==> src/rtl/term_pkg.sv <==
`timescale 1ns/1ps
package term_pkg;
  localparam int unsigned OFS_RXDATA = 0;
  localparam int unsigned OFS_TXDATA = 1;
  localparam int unsigned OFS_STATUS = 2;
  localparam int unsigned OFS_CTRL   = 3;
  localparam int unsigned OFS_TERM   = 5;
  localparam int unsigned BIT_RXFULL = 7;
  localparam int unsigned BIT_EOP    = 12;
  localparam int unsigned BIT_IEOP   = 12;

  typedef struct packed {
    logic rdRx;
    logic wrTx;
    logic wrStatus;
    logic wrCtrl;
    logic wrTerm;
  } strobe_t;

  typedef enum logic [2:0] {
    SEL_NONE,
    SEL_RX,
    SEL_STATUS,
    SEL_CTRL,
    SEL_TERM
  } rdsel_t;
endpackage

==> src/rtl/term_ctrl.sv <==
`timescale 1ns/1ps
module term_ctrl
  import term_pkg::*;
#(
  parameter bit EOP_EN = 1'b1,
  parameter int ADDR_W = 3
) (
  input  logic              clk,
  input  logic              rstN,
  input  logic [ADDR_W-1:0] busAddr,
  input  logic              busRead,
  input  logic              busWrite,
  input  logic              wdIeop,
  input  logic              rxMatch,
  input  logic              txMatch,
  input  logic              otherIrq,
  output strobe_t           strb,
  output rdsel_t            rdSel,
  output logic              eopFlag,
  output logic              ieop,
  output logic              busEop,
  output logic              irq
);
  // Address decode into one-cycle strobes for the datapath
  always_comb begin
    strb  = '0;
    rdSel = SEL_NONE;
    if (busRead) begin
      if (busAddr == ADDR_W'(OFS_RXDATA)) begin
        strb.rdRx = 1'b1;
        rdSel     = SEL_RX;
      end else if (busAddr == ADDR_W'(OFS_STATUS)) begin
        rdSel = SEL_STATUS;
      end else if (busAddr == ADDR_W'(OFS_CTRL)) begin
        rdSel = SEL_CTRL;
      end else if (busAddr == ADDR_W'(OFS_TERM)) begin
        rdSel = SEL_TERM;
      end
    end
    if (busWrite) begin
      strb.wrTx     = (busAddr == ADDR_W'(OFS_TXDATA));
      strb.wrStatus = (busAddr == ADDR_W'(OFS_STATUS));
      strb.wrCtrl   = (busAddr == ADDR_W'(OFS_CTRL));
      strb.wrTerm   = (busAddr == ADDR_W'(OFS_TERM));
    end
  end

  generate
    if (EOP_EN) begin : g_eop
      assign busEop = (strb.rdRx && rxMatch) || (strb.wrTx && txMatch);

      always_ff @(posedge clk) begin
        if (!rstN) begin
          eopFlag <= 1'b0;
          ieop    <= 1'b0;
        end else begin
          if (busEop)             eopFlag <= 1'b1;
          else if (strb.wrStatus) eopFlag <= 1'b0;
          if (strb.wrCtrl)        ieop    <= wdIeop;
        end
      end

      a_r6_set_after_match: assert property (@(posedge clk) disable iff (!rstN)
        busEop |=> eopFlag);
      a_r6_sticky: assert property (@(posedge clk) disable iff (!rstN)
        (eopFlag && !strb.wrStatus) |=> eopFlag);
      a_r7_clear_on_write: assert property (@(posedge clk) disable iff (!rstN)
        (strb.wrStatus && !busEop) |=> !eopFlag);
      a_r9_irq_follows: assert property (@(posedge clk) disable iff (!rstN)
        (busEop && ieop && !strb.wrCtrl) |=> irq);
    end else begin : g_noeop
      logic unusedMatch;
      assign unusedMatch = rxMatch ^ txMatch ^ wdIeop;
      assign busEop  = 1'b0;
      assign eopFlag = 1'b0;
      assign ieop    = 1'b0;
    end
  endgenerate

  assign irq = (eopFlag && ieop) || otherIrq;

  a_r3_strobe_excl: assert property (@(posedge clk) disable iff (!rstN)
    $onehot0({strb.rdRx, strb.wrTx, strb.wrStatus, strb.wrCtrl, strb.wrTerm}) || (busRead && busWrite));
endmodule

==> src/rtl/term_datapath.sv <==
`timescale 1ns/1ps
module term_datapath
  import term_pkg::*;
#(
  parameter int DATA_BITS = 8,
  parameter int BUS_W     = 16,
  parameter bit EOP_EN    = 1'b1
) (
  input  logic                 clk,
  input  logic                 rstN,
  input  strobe_t              strb,
  input  rdsel_t               rdSel,
  input  logic [DATA_BITS-1:0] wdChar,
  input  logic                 rxValid,
  input  logic [DATA_BITS-1:0] rxChar,
  input  logic                 eopFlag,
  input  logic                 ieop,
  output logic [BUS_W-1:0]     busRdata,
  output logic                 rxMatch,
  output logic                 txMatch,
  output logic                 txLoad,
  output logic [DATA_BITS-1:0] txChar
);
  logic [DATA_BITS-1:0] rxHold;
  logic                 rxFull;
  logic [DATA_BITS-1:0] termChar;
  logic                 unusedStrb;

  assign unusedStrb = strb.wrStatus ^ strb.wrCtrl ^ strb.wrTerm;

  // Receive holding register; a new character wins over a same-cycle read
  always_ff @(posedge clk) begin
    if (!rstN) begin
      rxHold <= '0;
      rxFull <= 1'b0;
    end else if (rxValid) begin
      rxHold <= rxChar;
      rxFull <= 1'b1;
    end else if (strb.rdRx) begin
      rxFull <= 1'b0;
    end
  end

  generate
    if (EOP_EN) begin : g_term
      always_ff @(posedge clk) begin
        if (!rstN)            termChar <= '0;
        else if (strb.wrTerm) termChar <= wdChar;
      end

      a_r2_term_store: assert property (@(posedge clk) disable iff (!rstN)
        strb.wrTerm |=> (termChar == $past(wdChar)));
    end else begin : g_noterm
      assign termChar = '0;
    end
  endgenerate

  assign rxMatch = rxFull && (rxHold == termChar);
  assign txMatch = (wdChar == termChar);
  assign txLoad  = strb.wrTx;
  assign txChar  = wdChar;

  always_comb begin
    busRdata = '0;
    unique case (rdSel)
      SEL_RX:     busRdata = BUS_W'(rxHold);
      SEL_STATUS: begin
        busRdata[BIT_RXFULL] = rxFull;
        busRdata[BIT_EOP]    = eopFlag;
      end
      SEL_CTRL:   busRdata[BIT_IEOP] = ieop;
      SEL_TERM:   busRdata = BUS_W'(termChar);
      default:    busRdata = '0;
    endcase
  end

  a_r3_capture: assert property (@(posedge clk) disable iff (!rstN)
    rxValid |=> (rxFull && rxHold == $past(rxChar)));
  a_r3_drain: assert property (@(posedge clk) disable iff (!rstN)
    (strb.rdRx && !rxValid) |=> !rxFull);
endmodule

==> src/rtl/uart_pkt_term.sv <==
`timescale 1ns/1ps
module uart_pkt_term
  import term_pkg::*;
#(
  parameter int DATA_BITS = 8,
  parameter int BUS_W     = 16,
  parameter bit EOP_EN    = 1'b1
) (
  input  logic                 clk,
  input  logic                 rstN,
  input  logic [2:0]           busAddr,
  input  logic                 busRead,
  input  logic                 busWrite,
  input  logic [BUS_W-1:0]     busWdata,
  output logic [BUS_W-1:0]     busRdata,
  output logic                 busEop,
  input  logic                 rxValid,
  input  logic [DATA_BITS-1:0] rxChar,
  output logic                 txLoad,
  output logic [DATA_BITS-1:0] txChar,
  input  logic                 otherIrq,
  output logic                 irq
);
  localparam int ADDR_W = 3;

  strobe_t strb;
  rdsel_t  rdSel;
  logic    eopFlag;
  logic    ieop;
  logic    rxMatch;
  logic    txMatch;
  logic    unusedWdata;

  assign unusedWdata = ^busWdata;

  term_ctrl #(.EOP_EN(EOP_EN), .ADDR_W(ADDR_W)) u_ctrl (
    .clk      (clk),
    .rstN     (rstN),
    .busAddr  (busAddr),
    .busRead  (busRead),
    .busWrite (busWrite),
    .wdIeop   (busWdata[BIT_IEOP]),
    .rxMatch  (rxMatch),
    .txMatch  (txMatch),
    .otherIrq (otherIrq),
    .strb     (strb),
    .rdSel    (rdSel),
    .eopFlag  (eopFlag),
    .ieop     (ieop),
    .busEop   (busEop),
    .irq      (irq)
  );

  term_datapath #(.DATA_BITS(DATA_BITS), .BUS_W(BUS_W), .EOP_EN(EOP_EN)) u_dp (
    .clk      (clk),
    .rstN     (rstN),
    .strb     (strb),
    .rdSel    (rdSel),
    .wdChar   (busWdata[DATA_BITS-1:0]),
    .rxValid  (rxValid),
    .rxChar   (rxChar),
    .eopFlag  (eopFlag),
    .ieop     (ieop),
    .busRdata (busRdata),
    .rxMatch  (rxMatch),
    .txMatch  (txMatch),
    .txLoad   (txLoad),
    .txChar   (txChar)
  );
endmodule

==> config.mk <==
export PLATFORM = sky130hd
export DESIGN_NAME = uart_pkt_term
export DESIGN_NICKNAME = d
export VERILOG_FILES = /design/src/rtl/term_pkg.sv /design/src/rtl/term_ctrl.sv /design/src/rtl/term_datapath.sv /design/src/rtl/uart_pkt_term.sv
export SDC_FILE = /design/constraint.sdc
export NUM_CORES = 1
export LEC_CHECK = 0
export BUFFER_PORTS_ARGS = -buffer_cell sky130_fd_sc_hd__buf_2
export CAP_MARGIN = 20
export CELL_PAD_IN_SITES_DETAIL_PLACEMENT = 2
export CELL_PAD_IN_SITES_GLOBAL_PLACEMENT = 2
export CORE_ASPECT_RATIO = 0.7
export CORE_MARGIN = 10
export CORE_UTILIZATION = 27
export DETAILED_ROUTE_END_ITERATION = 6
export GPL_TIMING_DRIVEN = 0
export PLACE_DENSITY = 0.84
export SLEW_MARGIN = 10
export SYNTH_ARGS = -nofsm -noshare
export SYNTH_HDL_FRONTEND = slang
export SYNTH_SLANG_ARGS = --single-unit
==> constraint.sdc <==
create_clock -name clk -period 3.6 [get_ports clk]
set_clock_uncertainty 0.15 [all_clocks]
set_input_delay 0.72 -clock clk [delete_from_list [all_inputs] [get_ports clk]]
set_output_delay 0.72 -clock clk [all_outputs]
set_load 0.02 [all_outputs]
After elaboration in Yosys (flattened, before gate mapping)
Cells that the tools add are included.
{"block": "word_totals", "ff_bits": 19, "in_bits": 33, "out_inout_bits": 27, "wordCells": 39}
{"block": "op_classes", "eq_ne": 10, "n_mux": 15, "reduce_logical": 9}
{"operator": "$eq 8x8->1", "n": 2}
{"operator": "$mux 3", "n": 5}
{"operator": "$pmux 7 s2", "n": 1}
{"operator": "$eq 3x2->1 const B", "n": 4}
{"operator": "$eq 3x1->1 const B", "n": 2}
{"operator": "$eq 3x3->1 const B", "n": 2}
{"operator": "$mux 1", "n": 6}
{"operator": "$logic_and 1x1->1", "n": 4}
{"operator": "$mux 4", "n": 1}
{"operator": "$reduce_bool 2->1", "n": 2}
{"operator": "$logic_not 3->1", "n": 1}
{"operator": "$pmux 1 s3", "n": 1}
{"operator": "$logic_or 1x1->1", "n": 2}
{"operator": "$pmux 1 s2", "n": 1}

Logic depth before layout (Yosys ltp)
Gate-level depths: netlist of the first run.
{"block": "logic_depth", "ltp_word": 8, "depth_mapped": 6, "depth_no_buf": 4}

Hierarchy
A second synthesis of the first run with hierarchy kept.
{"block": "unflattened", "hier_cells": 138, "hier_area_um2": 1362.6}
{"module": "term_datapath", "n_inst": 1, "cells_per_inst": 120, "area_each_um2": 1148.6}
{"module": "term_ctrl", "n_inst": 1, "cells_per_inst": 18, "area_each_um2": 214.0}

Worst setup path after synthesis of the first run
Ideal clock, no wire load.
{"block": "synth_path", "path_kind": "input -> output", "start": "in busAddr[1]", "end": "out busEop", "arrival_ns": 1.493, "required_ns": 2.730, "path_slack_ns": 1.237, "path_stages": 4, "n_path_buf": 0, "path_cell_list": "and4bb_2 nand2_1 nor3_1 or2_2"}
{"block": "synth_between", "elab_chain_len": 5}
{"element": "from (decl)", "line_no": "uart_pkt_term.sv:11", "source": "input logic [2:0] busAddr,"}
{"element": "$logic_not 3->1", "line_no": "term_ctrl.sv:29", "source": "if (busAddr == ADDR_W'(OFS_RXDATA)) begin"}
{"element": "$mux 1", "line_no": "term_ctrl.sv:29"}
{"element": "$mux 1", "line_no": "term_ctrl.sv:28", "source": "if (busRead) begin"}
{"element": "$logic_and 1x1->1", "line_no": "term_ctrl.sv:50", "source": "assign busEop = (strb.rdRx && rxMatch) || (strb.wrTx && txMatch);"}
{"element": "$logic_or 1x1->1 *", "line_no": "term_ctrl.sv:50"}
{"element": "to (decl)", "line_no": "uart_pkt_term.sv:16", "source": "output logic busEop,"}
Mark *: on every way between the ends. The rest lies on a longest branch, timed or not.

Worst setup path in the final report of the first run
Ends and elaborated chain as after synthesis.

==> results.txt, run 1 <==
Core area - 4380 um2
Setup Buffers After CTS - 0
Final worst setup slack - 905 ps
Post-Route WL - 3950 um
Worst-path clk slew - 70 ps
Post-Synthesis Cells - 143
Syn. warnings - 0
Port Buf Inserts - 44
Largest net degree at the start of global routing - 11
Worst skew pair latency - 260 ps
Fin crit share - 74.9%
CP required - 2730 ps
Yosys top cell by area - dfxtp_1
Bufs and invs on worst path - 2
Via count normalized by instance count - 4.53
Setup Viol. Count Final - 0
Post-synth top cells - 21 x nand2_1, 19 x dfxtp_1, 16 x buf_4, 15 x xnor2_1, 12 x nor2b_1
DRT iter0 DRCs - 20
Root Buffer Master - clkbuf_8
Worst IR Drop VDD - 0.000141 V
Max incr delay on CP - 330 ps
Critical Path Fanout Max - 7
Design Area, Final - 1590 um2
Initial antenna violation count - 0
CTS tree - done
Min Hold Slack - 381 ps
H-tree levels - 1
Worst min path class - flop to flop
Critical path, cell by cell - buf_2 > nor2b_1 > nand4_1 > nor4_1 > or2_2 > buf_2
Die H - 76.6 um
Layout area overhead - 28.8%
CTS resizes - 0
Mapped Area - 1240 um2
Ys flop type - dfxtp_1
Critical path's top delay family - simple AND/OR/NAND/NOR gates
First-pass GRT wire length - 6650 um
GPL Wtd Cong - 0.713
Number of synthesized flops with an enable pin - 0
ANT cells - 0
RSZ-0062 raised after global routing - no
Die X - 101 um
Vias in the first global route - 1313
Total track usage - 10.4%
Crit-path slowest cell - nor4_1
Ranking of synthesized cells by area - dfxtp_1 31%, xnor2_1 11%, buf_4 9.7%
Finished Layout Cells - 252
Core Util, Final - 36.4%
HPWL after detailed placement - 3230 um
Post-DP Area - 1550 um2
Static Leak - 0.701 nW
Fin. max-slew vios - 0
Clock buffer depth - 2
Post-DRT Antenna Nets - 0
FF+latch count, synth - 19
Cts hold-fix bufs - 0
Fin crit period - 2690 ps
CP Launch Type - input pin
First-pass detailed-route iteration total - 2
Crit Path Class - input pin to output pin
Pre-CTS WS - 872 ps
Initial Util - 28.2%
Site row count - 20
Total power - 0.486 mW
Synth cell types - 30
Hold Fails Final Rpt - 0
Dpl cells - 248
DR WL/cell - 15.7 um
WP data arrival - 1820 ps
Top-level port count - 60
Seq/Total Area, Yosys - 30.8%
Fmax - 371 MHz
Die Area - 7730 um2
TritonCTS Buffers - 3
Max cap viols - 0
Top-area cell type share of the netlist area - 30.8%
Mapped Avg Cell Area - 8.64 um2
Vias - 1141
Layout cells sized above 1 - 39.1%
Pwr/cell area - 305 nW/um2
Crit end category - output pin
Async SR Flop Fraction - 0%
Status - finished, final reports clean
Count leader, synth - nand2_1
Final net count - 231
Most numerous cell on the critical path - buf_2
Drt drc - 0
Setup_tns - 0 ps
Clk sinks - 19
Gr ovfl total - 0
[state kept, by name, summed over array words and instances (netlist names)]
register	count
u_dp.rxHold	8
u_ctrl.eopFlag	1
u_dp.rxFull	1
u_ctrl.ieop	1
u_dp.termChar	8
[tightest hold or removal path, delay by kind of cell, from the launching register on]
family             cells  cell delay (ps)
and+or+nand+nor        1               90
DFF                    1              350
AOI/OAI and AO/OA      1               50
[cell usage in the layout, fill, tap and decap left out, drive strengths merged, types with 7 or more instances in the layout]
master  count
dfxtp      19
buf        63
mux2i      10
conb        7
nor2        8
a22oi       7
nor2b      12
xnor2      15
a21boi      8
nand2      21
[logic make-up (layout without fill, tap and decap cells)]
kind of cell / count (synthesis) / after routing / share of synthesized area [%]
AND/OR/NAND/NOR: 54 / 54 / 21.8
buffers and inverters: 22 / 70 / 12.3
AO/OA/AOI/OAI: 20 / 20 / 14.5
flip-flops: 19 / 19 / 30.8
XOR/XNOR: 16 / 16 / 11.3
multiplexers: 11 / 11 / 9.01
other: 1 / 7 / 0.303
[report_power, final]
part           total, mW  switching [mW]  internal [mW]
logic              0.108          0.0558         0.0522
clock network      0.150          0.0711         0.0788
registers          0.228         0.00966          0.219
total              0.486           0.137          0.350
[per-layer routing]
layer	GRT usage (%)	up-vias	share of wire, %
met3	4.35	5	7.5
met4	1.27	0	0.35
met5	0	-	0
li1	-	570	-
met1	12.4	537	45
met2	17.3	29	47
[worst paths after layout]
check        depth (start not counted)  slack (ps)          endpoint        startpoint
min reg2reg                          2         380  u_dp.termChar[1]  u_dp.termChar[1]
max reg2reg                          4        2080    u_ctrl.eopFlag  u_dp.termChar[2]
max                                  6         910            busEop        busAddr[1]
min                                  2         380  u_dp.termChar[1]  u_dp.termChar[1]
[final cells by class]
| cell class | count | area (um2) |
|---|---|---|
| well taps | 55 | 68.8 |
| fillers | 515 | 2790 |
| inverters | 2 | 7.51 |
| multi-input cells | 108 | 726 |
| flip-flops and latches | 19 | 380 |
| plain buffers | 20 | 145 |
| clock buffers | 4 | 45.0 |
| repair buffers | 44 | 220 |
No activity file was read; power rests on OpenSTA's default activity.
==> inputs of run 2 (changes only) <==
--- a/config.mk
+++ b/config.mk
@@ -11,10 +11,10 @@
 export CELL_PAD_IN_SITES_GLOBAL_PLACEMENT = 2
 export CORE_ASPECT_RATIO = 0.7
 export CORE_MARGIN = 10
-export CORE_UTILIZATION = 27
+export CORE_UTILIZATION = 22
 export DETAILED_ROUTE_END_ITERATION = 6
 export GPL_TIMING_DRIVEN = 0
-export PLACE_DENSITY = 0.84
+export PLACE_DENSITY = 0.73
 export SLEW_MARGIN = 10
 export SYNTH_ARGS = -nofsm -noshare
 export SYNTH_HDL_FRONTEND = slang
==> constraint.sdc (replaced) <==
create_clock -name clk -period 2.18 [get_ports clk]
set_clock_uncertainty 0.15 [all_clocks]
set_input_delay 0.436 -clock clk [delete_from_list [all_inputs] [get_ports clk]]
set_output_delay 0.436 -clock clk [all_outputs]
set_load 0.02 [all_outputs]
==> run 2 against run 1 <==
Effect of this change:
- flip-flop and latch count did not move
- final cell count rose by 7.5%
- critical path type is now flop to output pin
- largest cell class unchanged
- highest routed layer unchanged
- hold slack got worse by 94 ps
- critical endpoint unchanged
- largest power group unchanged
==> results.txt, run 2 (synthesis gave the netlist of run 1 again) <==
DRT iter0 DRCs - 20 (unchanged)
Initial Util - 23.1% (-5.1 points)
CP Launch Type - flop
Die H - 82.7 um (+8.0%)
First-pass GRT wire length - 6530 um (-1.8%)
Port Buf Inserts - 44 (unchanged)
Worst min path class - input pin to flop
Internal power - 0.580 mW (+66%)
Worst R2R Path Depth - 4 (unchanged)
Critical Path Fanout Max - 4 (-3)
Max cap viols - 0 (unchanged)
Fin crit share - 98.8%
Min-delay src - busWdata[2]
Site row count - 22 (+10%)
Sw Pwr - 0.237 mW (+73%)
FF-to-FF setup slack - 780 ps (-1300 ps)
Post-Route WL - 4060 um (+2.7%)
Final net count - 233 (+0.87%)
Regs by FF count - u_dp.rxHold (8), u_dp.termChar (8)
Layout cells sized above 1 - 48.7% (+9.7 points)
Fmax - 464 MHz
Core area - 5340 um2 (+22%)
Clk sinks - 19 (unchanged)
GPL Wtd Cong - 0.729 (+2.3%)
Layout area overhead - 38.6%
CTS tree - done
Setup Viol. Count Final - 0 (unchanged)
End point of the worst hold path - u_dp.termChar[2]
Status - finished, final reports clean
TritonCTS Buffers - 3 (unchanged)
Clock power share - 30.9% (about the same)
DR WL/cell - 15.0 um (-4.5%)
Dpl cells - 265 (+6.9%)
Vias in the first global route - 1320 (+0.53%)
Top-level port count - 60 (unchanged)
Hold Fails Final Rpt - 0 (unchanged)
WP data arrival - 1570 ps (-250 ps)
Core Util, Final - 32.1% (-4.3 points)
WHS Path Cells - 3 (+1)
Clock buffer depth - 2 (unchanged)
Switching share of power - 29.0% (+0.89 points)
Via count normalized by instance count - 4.30 (-5.0%)
Worst-path clk slew - 70 ps (about the same)
Root Buffer Master - clkbuf_8
Max incr delay on CP - 370 ps (+40 ps)
Drt drc - 0 (unchanged)
Die X - 110 um (+8.6%)
Worst IR Drop VDD - 0.000159 V (+13%)
First-pass detailed-route iteration total - 4 (+2)
Commonest non-fill, non-tap cells in the layout - 45 x buf_2, 21 x nand2_1, 18 x buf_4
RSZ-0062 raised after global routing - yes
Die Area - 9070 um2 (+17%)
Commonest non-fill, non-tap cell in the layout - buf_2
Initial antenna violation count - 0 (unchanged)
H-tree levels - 1 (unchanged)
Largest net degree at the start of global routing - 11 (unchanged)
CP required - 1590 ps (-1140 ps)
Pwr/cell area - 477 nW/um2 (+56%)
Finished Layout Cells - 271 (+7.5%)
Static Leak - 0.728 nW (+3.9%)
Min Hold Slack - 288 ps (-93.5 ps)
Logic pwr share - 23.1% (+0.9 points)
Fin. max-slew vios - 0 (unchanged)
Crit-path slowest cell - dfxtp_4
Post-DRT Antenna Nets - 0 (unchanged)
Vias - 1166 (+2.2%)
HPWL after detailed placement - 3240 um (+0.41%)
Worst r2r src - u_dp.termChar[5]
Crit Path Class - flop to output pin
Sequential share of power - 46.0% (-0.9 points)
Worst reg2reg path endpoint - u_ctrl.eopFlag
ANT cells - 0 (unchanged)
Crit end category - output pin
Worst skew pair latency - 260 ps (about the same)
Total track usage - 9.22% (-1.2 points)
Fin crit period - 2150 ps
Gr ovfl total - 0 (unchanged)
Critical path, cell by cell - xnor2_2 > nand4_1 > nor4_4 > or2_4 > buf_6
-- run 2: changes by cell type in the layout (fill, tap and decap cells not counted), moves of 2 or more --
cell	delta
buf_4	+2
dfxtp_1	-12
dfxtp_2	+8
dfxtp_4	+4
xnor2_1	-4
xnor2_2	+4
-- run 2: cell type report --
cell class              instances  area, um2
repair buffers                 46        241
well taps                      72       90.1
clock buffers                   4       45.0
multi-input cells             108        778
fillers                       634       3630
flip-flops and latches         19        405
plain buffers                  20        145
inverters                       2       7.51
-- run 2: power groups by stage --
stage	combinational, mW	sequential [mW]	clock (mW)
after floorplan	0.120	0.379	0
after global placement	0.178	0.384	0
after detailed placement	0.181	0.384	0
after CTS	0.189	0.375	0.266
after global routing	0.209	0.378	0.283
final	0.189	0.376	0.252
-- run 2: repair_timing --
action | in CTS | in global routing
pin swaps | 3 | 5
setup buffers | 1 | 1
gates resized for setup | 16 | 10
hold buffers | 0 | 0
endpoints found under the setup margin | 1 | 1
-- run 2: how the worst max path moves through the flow --
stage	startpoint	end	slack (ps)
after floorplan	busAddr[1]	busEop	380
after global placement	busAddr[1]	busEop	40
after CTS	u_dp.termChar[1]	busEop	3
after global routing	u_dp.termChar[5]	busEop	-90
after detailed placement	busAddr[1]	busEop	10
final	u_dp.termChar[5]	busEop	30
-- run 2: per-stage QoR --
stage | setup TNS (ps) | worst slack (ps) | cell area, um2 | power (mW)
6_report | 0 | 25.5 | 1710 | 0.816
3_3_place_gp | 0 | 36.2 | 1570 | 0.561
3_5_place_dp | 0 | 13.2 | 1570 | 0.565
5_1_grt | -92.1 | -92.1 | 1710 | 0.870
2_1_floorplan | 0 | 385 | 1260 | 0.499
4_1_cts | 0 | 3.09 | 1670 | 0.829
-- run 2: routing by layer --
layer	wire (um)	up-vias	track usage [%]
li1	-	576	-
met1	1880	559	10.8
met2	1880	29	16.0
met3	271	2	3.40
met4	15	0	1.55
met5	0	-	0
-- run 2: critical path: cells and delay by family (launching register included) --
kind | cells | cell delay, ps
AND/OR/NAND/NOR | 3 | 680
buffers and inverters | 1 | 110
flip-flops | 1 | 370
XOR/XNOR | 1 | 150
==> inputs of run 3 (changes only) <==
--- a/config.mk
+++ b/config.mk
@@ -15,6 +15,7 @@
 export DETAILED_ROUTE_END_ITERATION = 6
 export GPL_TIMING_DRIVEN = 0
 export PLACE_DENSITY = 0.73
+export REMOVE_ABC_BUFFERS = 1
 export SLEW_MARGIN = 10
 export SYNTH_ARGS = -nofsm -noshare
 export SYNTH_HDL_FRONTEND = slang
==> run 3 against run 2 <==
Effect of this change:
- die area stayed put
- sequential share of layout area increased by 1.9 points
- flip-flop and latch count is the same
- setup slack lost 24 ps
- first-iteration DRC count grew 40%
- global-route usage is 0.37 points lower
- total power decreased by 3.4%
- highest routed layer unchanged
- core utilization shrank 3.4 points
==> results.txt, run 3 (synthesis gave the netlist of run 1 again) <==
Storage cell area - 392 um2 (-3.4%)
Clock buffer depth - 2 (unchanged)
Root Buffer Master - clkbuf_8
Worst skew pair latency - 260 ps (about the same)
Worst-path clk slew - 70 ps (about the same)
Final net count - 213 (-8.6%)
Drt drc - 0 (unchanged)
First-pass GRT wire length - 6260 um (-4.2%)
Crit Path Class - flop to output pin
Setup Viol. Count Final - 0 (unchanged)
Gr ovfl total - 0 (unchanged)
Clock power share - 31.8% (+0.9 points)
DRT iter0 DRCs - 28 (+40%)
HPWL after detailed placement - 3170 um (-2.2%)
Internal power - 0.559 mW (-3.6%)
WP data arrival - 1590 ps (+20 ps)
Post-Route WL - 4010 um (-1.2%)
Fin crit share - 99.9% (+1.1 points)
Post-DRT Antenna Nets - 0 (unchanged)
Critical Path Fanout Max - 4 (unchanged)
Layout cells sized above 1 - 38.5% (-10 points)
Static Leak - 0.619 nW (-15%)
Vias in the first global route - 1184 (-10%)
First-pass detailed-route iteration total - 3 (-1)
Initial Util - 23.1% (unchanged)
Port Buf Inserts - 45 (+2.3%)
Critical path, cell by cell - xnor2_1 > nand4_1 > nor4_4 > or2_4 > buf_6
Fillers - 646 (+1.9%)
RSZ-0062 raised after global routing - yes
Max cap viols - 0 (unchanged)
Min Hold Slack - 288 ps (+0.0710 ps)
Core Util, Final - 28.7% (-3.4 points)
Max incr delay on CP - 370 ps (about the same)
Sequential share of power - 47.6% (+1.6 points)
Commonest non-fill, non-tap cell in the layout - buf_2
Clk sinks - 19 (unchanged)
Commonest non-fill, non-tap cells in the layout - 44 x buf_2, 21 x nand2_1, 14 x xnor2_1, 14 x dfxtp_1, 11 x nor2b_1
Total track usage - 8.85% (-0.37 points)
Fin crit period - 2180 ps (+24.2 ps)
Cts hold-fix bufs - 0 (unchanged)
GPL Wtd Cong - 0.729 (about the same)
Hold Fails Final Rpt - 0 (unchanged)
Crit end category - output pin
Finished Layout Cells - 251 (-7.4%)
CP required - 1590 ps (about the same)
Site row count - 22 (unchanged)
CP Launch Type - flop
TritonCTS Buffers - 3 (unchanged)
Crit-path slowest cell - dfxtp_4
Regs by FF count - u_dp.rxHold (8), u_dp.termChar (8)
DR WL/cell - 16.0 um (+6.7%)
Status - finished, final reports clean
Fin. max-slew vios - 0 (unchanged)
Multi-input gate area - 761 um2 (-2.3%)
Pwr/cell area - 514 nW/um2 (+7.9%)
Switching share of power - 29.2% (+0.17 points)
H-tree levels - 1 (unchanged)
Core area - 5340 um2 (unchanged)
Logic pwr share - 20.6% (-2.5 points)
Worst min path class - input pin to flop
ANT cells - 0 (unchanged)
CTS tree - done
Sw Pwr - 0.230 mW (-2.8%)
Initial antenna violation count - 0 (unchanged)
Layout area overhead - 24.1%
Worst IR Drop VDD - 0.000177 V (+11%)
Die X - 110 um (unchanged)
Die H - 82.7 um (unchanged)
Top-level port count - 60 (unchanged)
Via count normalized by instance count - 4.33 (+0.56%)
Vias - 1086 (-6.9%)
Die Area - 9070 um2 (unchanged)
Dpl cells - 246 (-7.2%)
Fmax - 459 MHz (-1.1%)
Largest net degree at the start of global routing - 20 (+9)
## run 3: worst paths after layout
kind / to / slack [ps] / startpoint / depth (start not counted)
max: busEop / 1 / u_dp.termChar[3] / 5
min: u_dp.rxHold[7] / 290 / rxChar[7] / 3
max reg2reg: u_ctrl.eopFlag / 750 / u_dp.termChar[3] / 4
min reg2reg: u_dp.termChar[4] / 370 / u_dp.termChar[4] / 2
## run 3: power by group through the flow
stage	logic [mW]	registers, mW	clock network (mW)
6_report	0.162	0.376	0.251
3_3_place_gp	0.152	0.384	0
5_1_grt	0.180	0.378	0.277
4_1_cts	0.162	0.376	0.264
3_5_place_dp	0.155	0.385	0
2_1_floorplan	0.0805	0.379	0
## run 3: final cells by class
| class | instances | share of cell area, % |
|---|---|---|
| tap | 72 | 5.87 |
| sequential | 19 | 25.5 |
| clock buffer | 4 | 2.94 |
| inverter | 2 | 0.489 |
| multi-input combinational | 108 | 49.6 |
| timing repair buffer | 46 | 15.6 |
## run 3: stage by stage
| stage | worst slack [ps] | instance area [um2] | total power, mW | TNS [ps] |
|---|---|---|---|---|
| floorplan | 199 | 1110 | 0.460 | 0 |
| global placement | -419 | 1430 | 0.536 | -770 |
| detailed placement | -467 | 1430 | 0.540 | -1260 |
| CTS | 15.2 | 1530 | 0.802 | 0 |
| global route | -109 | 1530 | 0.835 | -109 |
| finish | 1.29 | 1530 | 0.789 | 0 |
## run 3: worst max-delay path, delay by kind of cell (launching register included)
kind                   cells  cell delay, ps
buffers and inverters      1             110
AND/OR/NAND/NOR            3             690
XOR/XNOR                   1             160
flip-flops                 1             370
## run 3: timing repair
| item | in CTS | in global routing |
|---|---|---|
| cloned | 0 | 0 |
| pin swaps | 4 | 0 |
| setup buffers | 1 | 0 |
| endpoints found under the setup margin | 9 | 1 |
| resized for setup | 15 | 1 |
## run 3: routing by layer
layer / global-route usage (%) / vias to the layer above / wire length (um)
met5: 0 / - / 0
met4: 1.17 / 0 / 10
met3: 3.56 / 3 / 255
met2: 14.4 / 27 / 1870
met1: 11.1 / 519 / 1870
li1: - / 537 / -
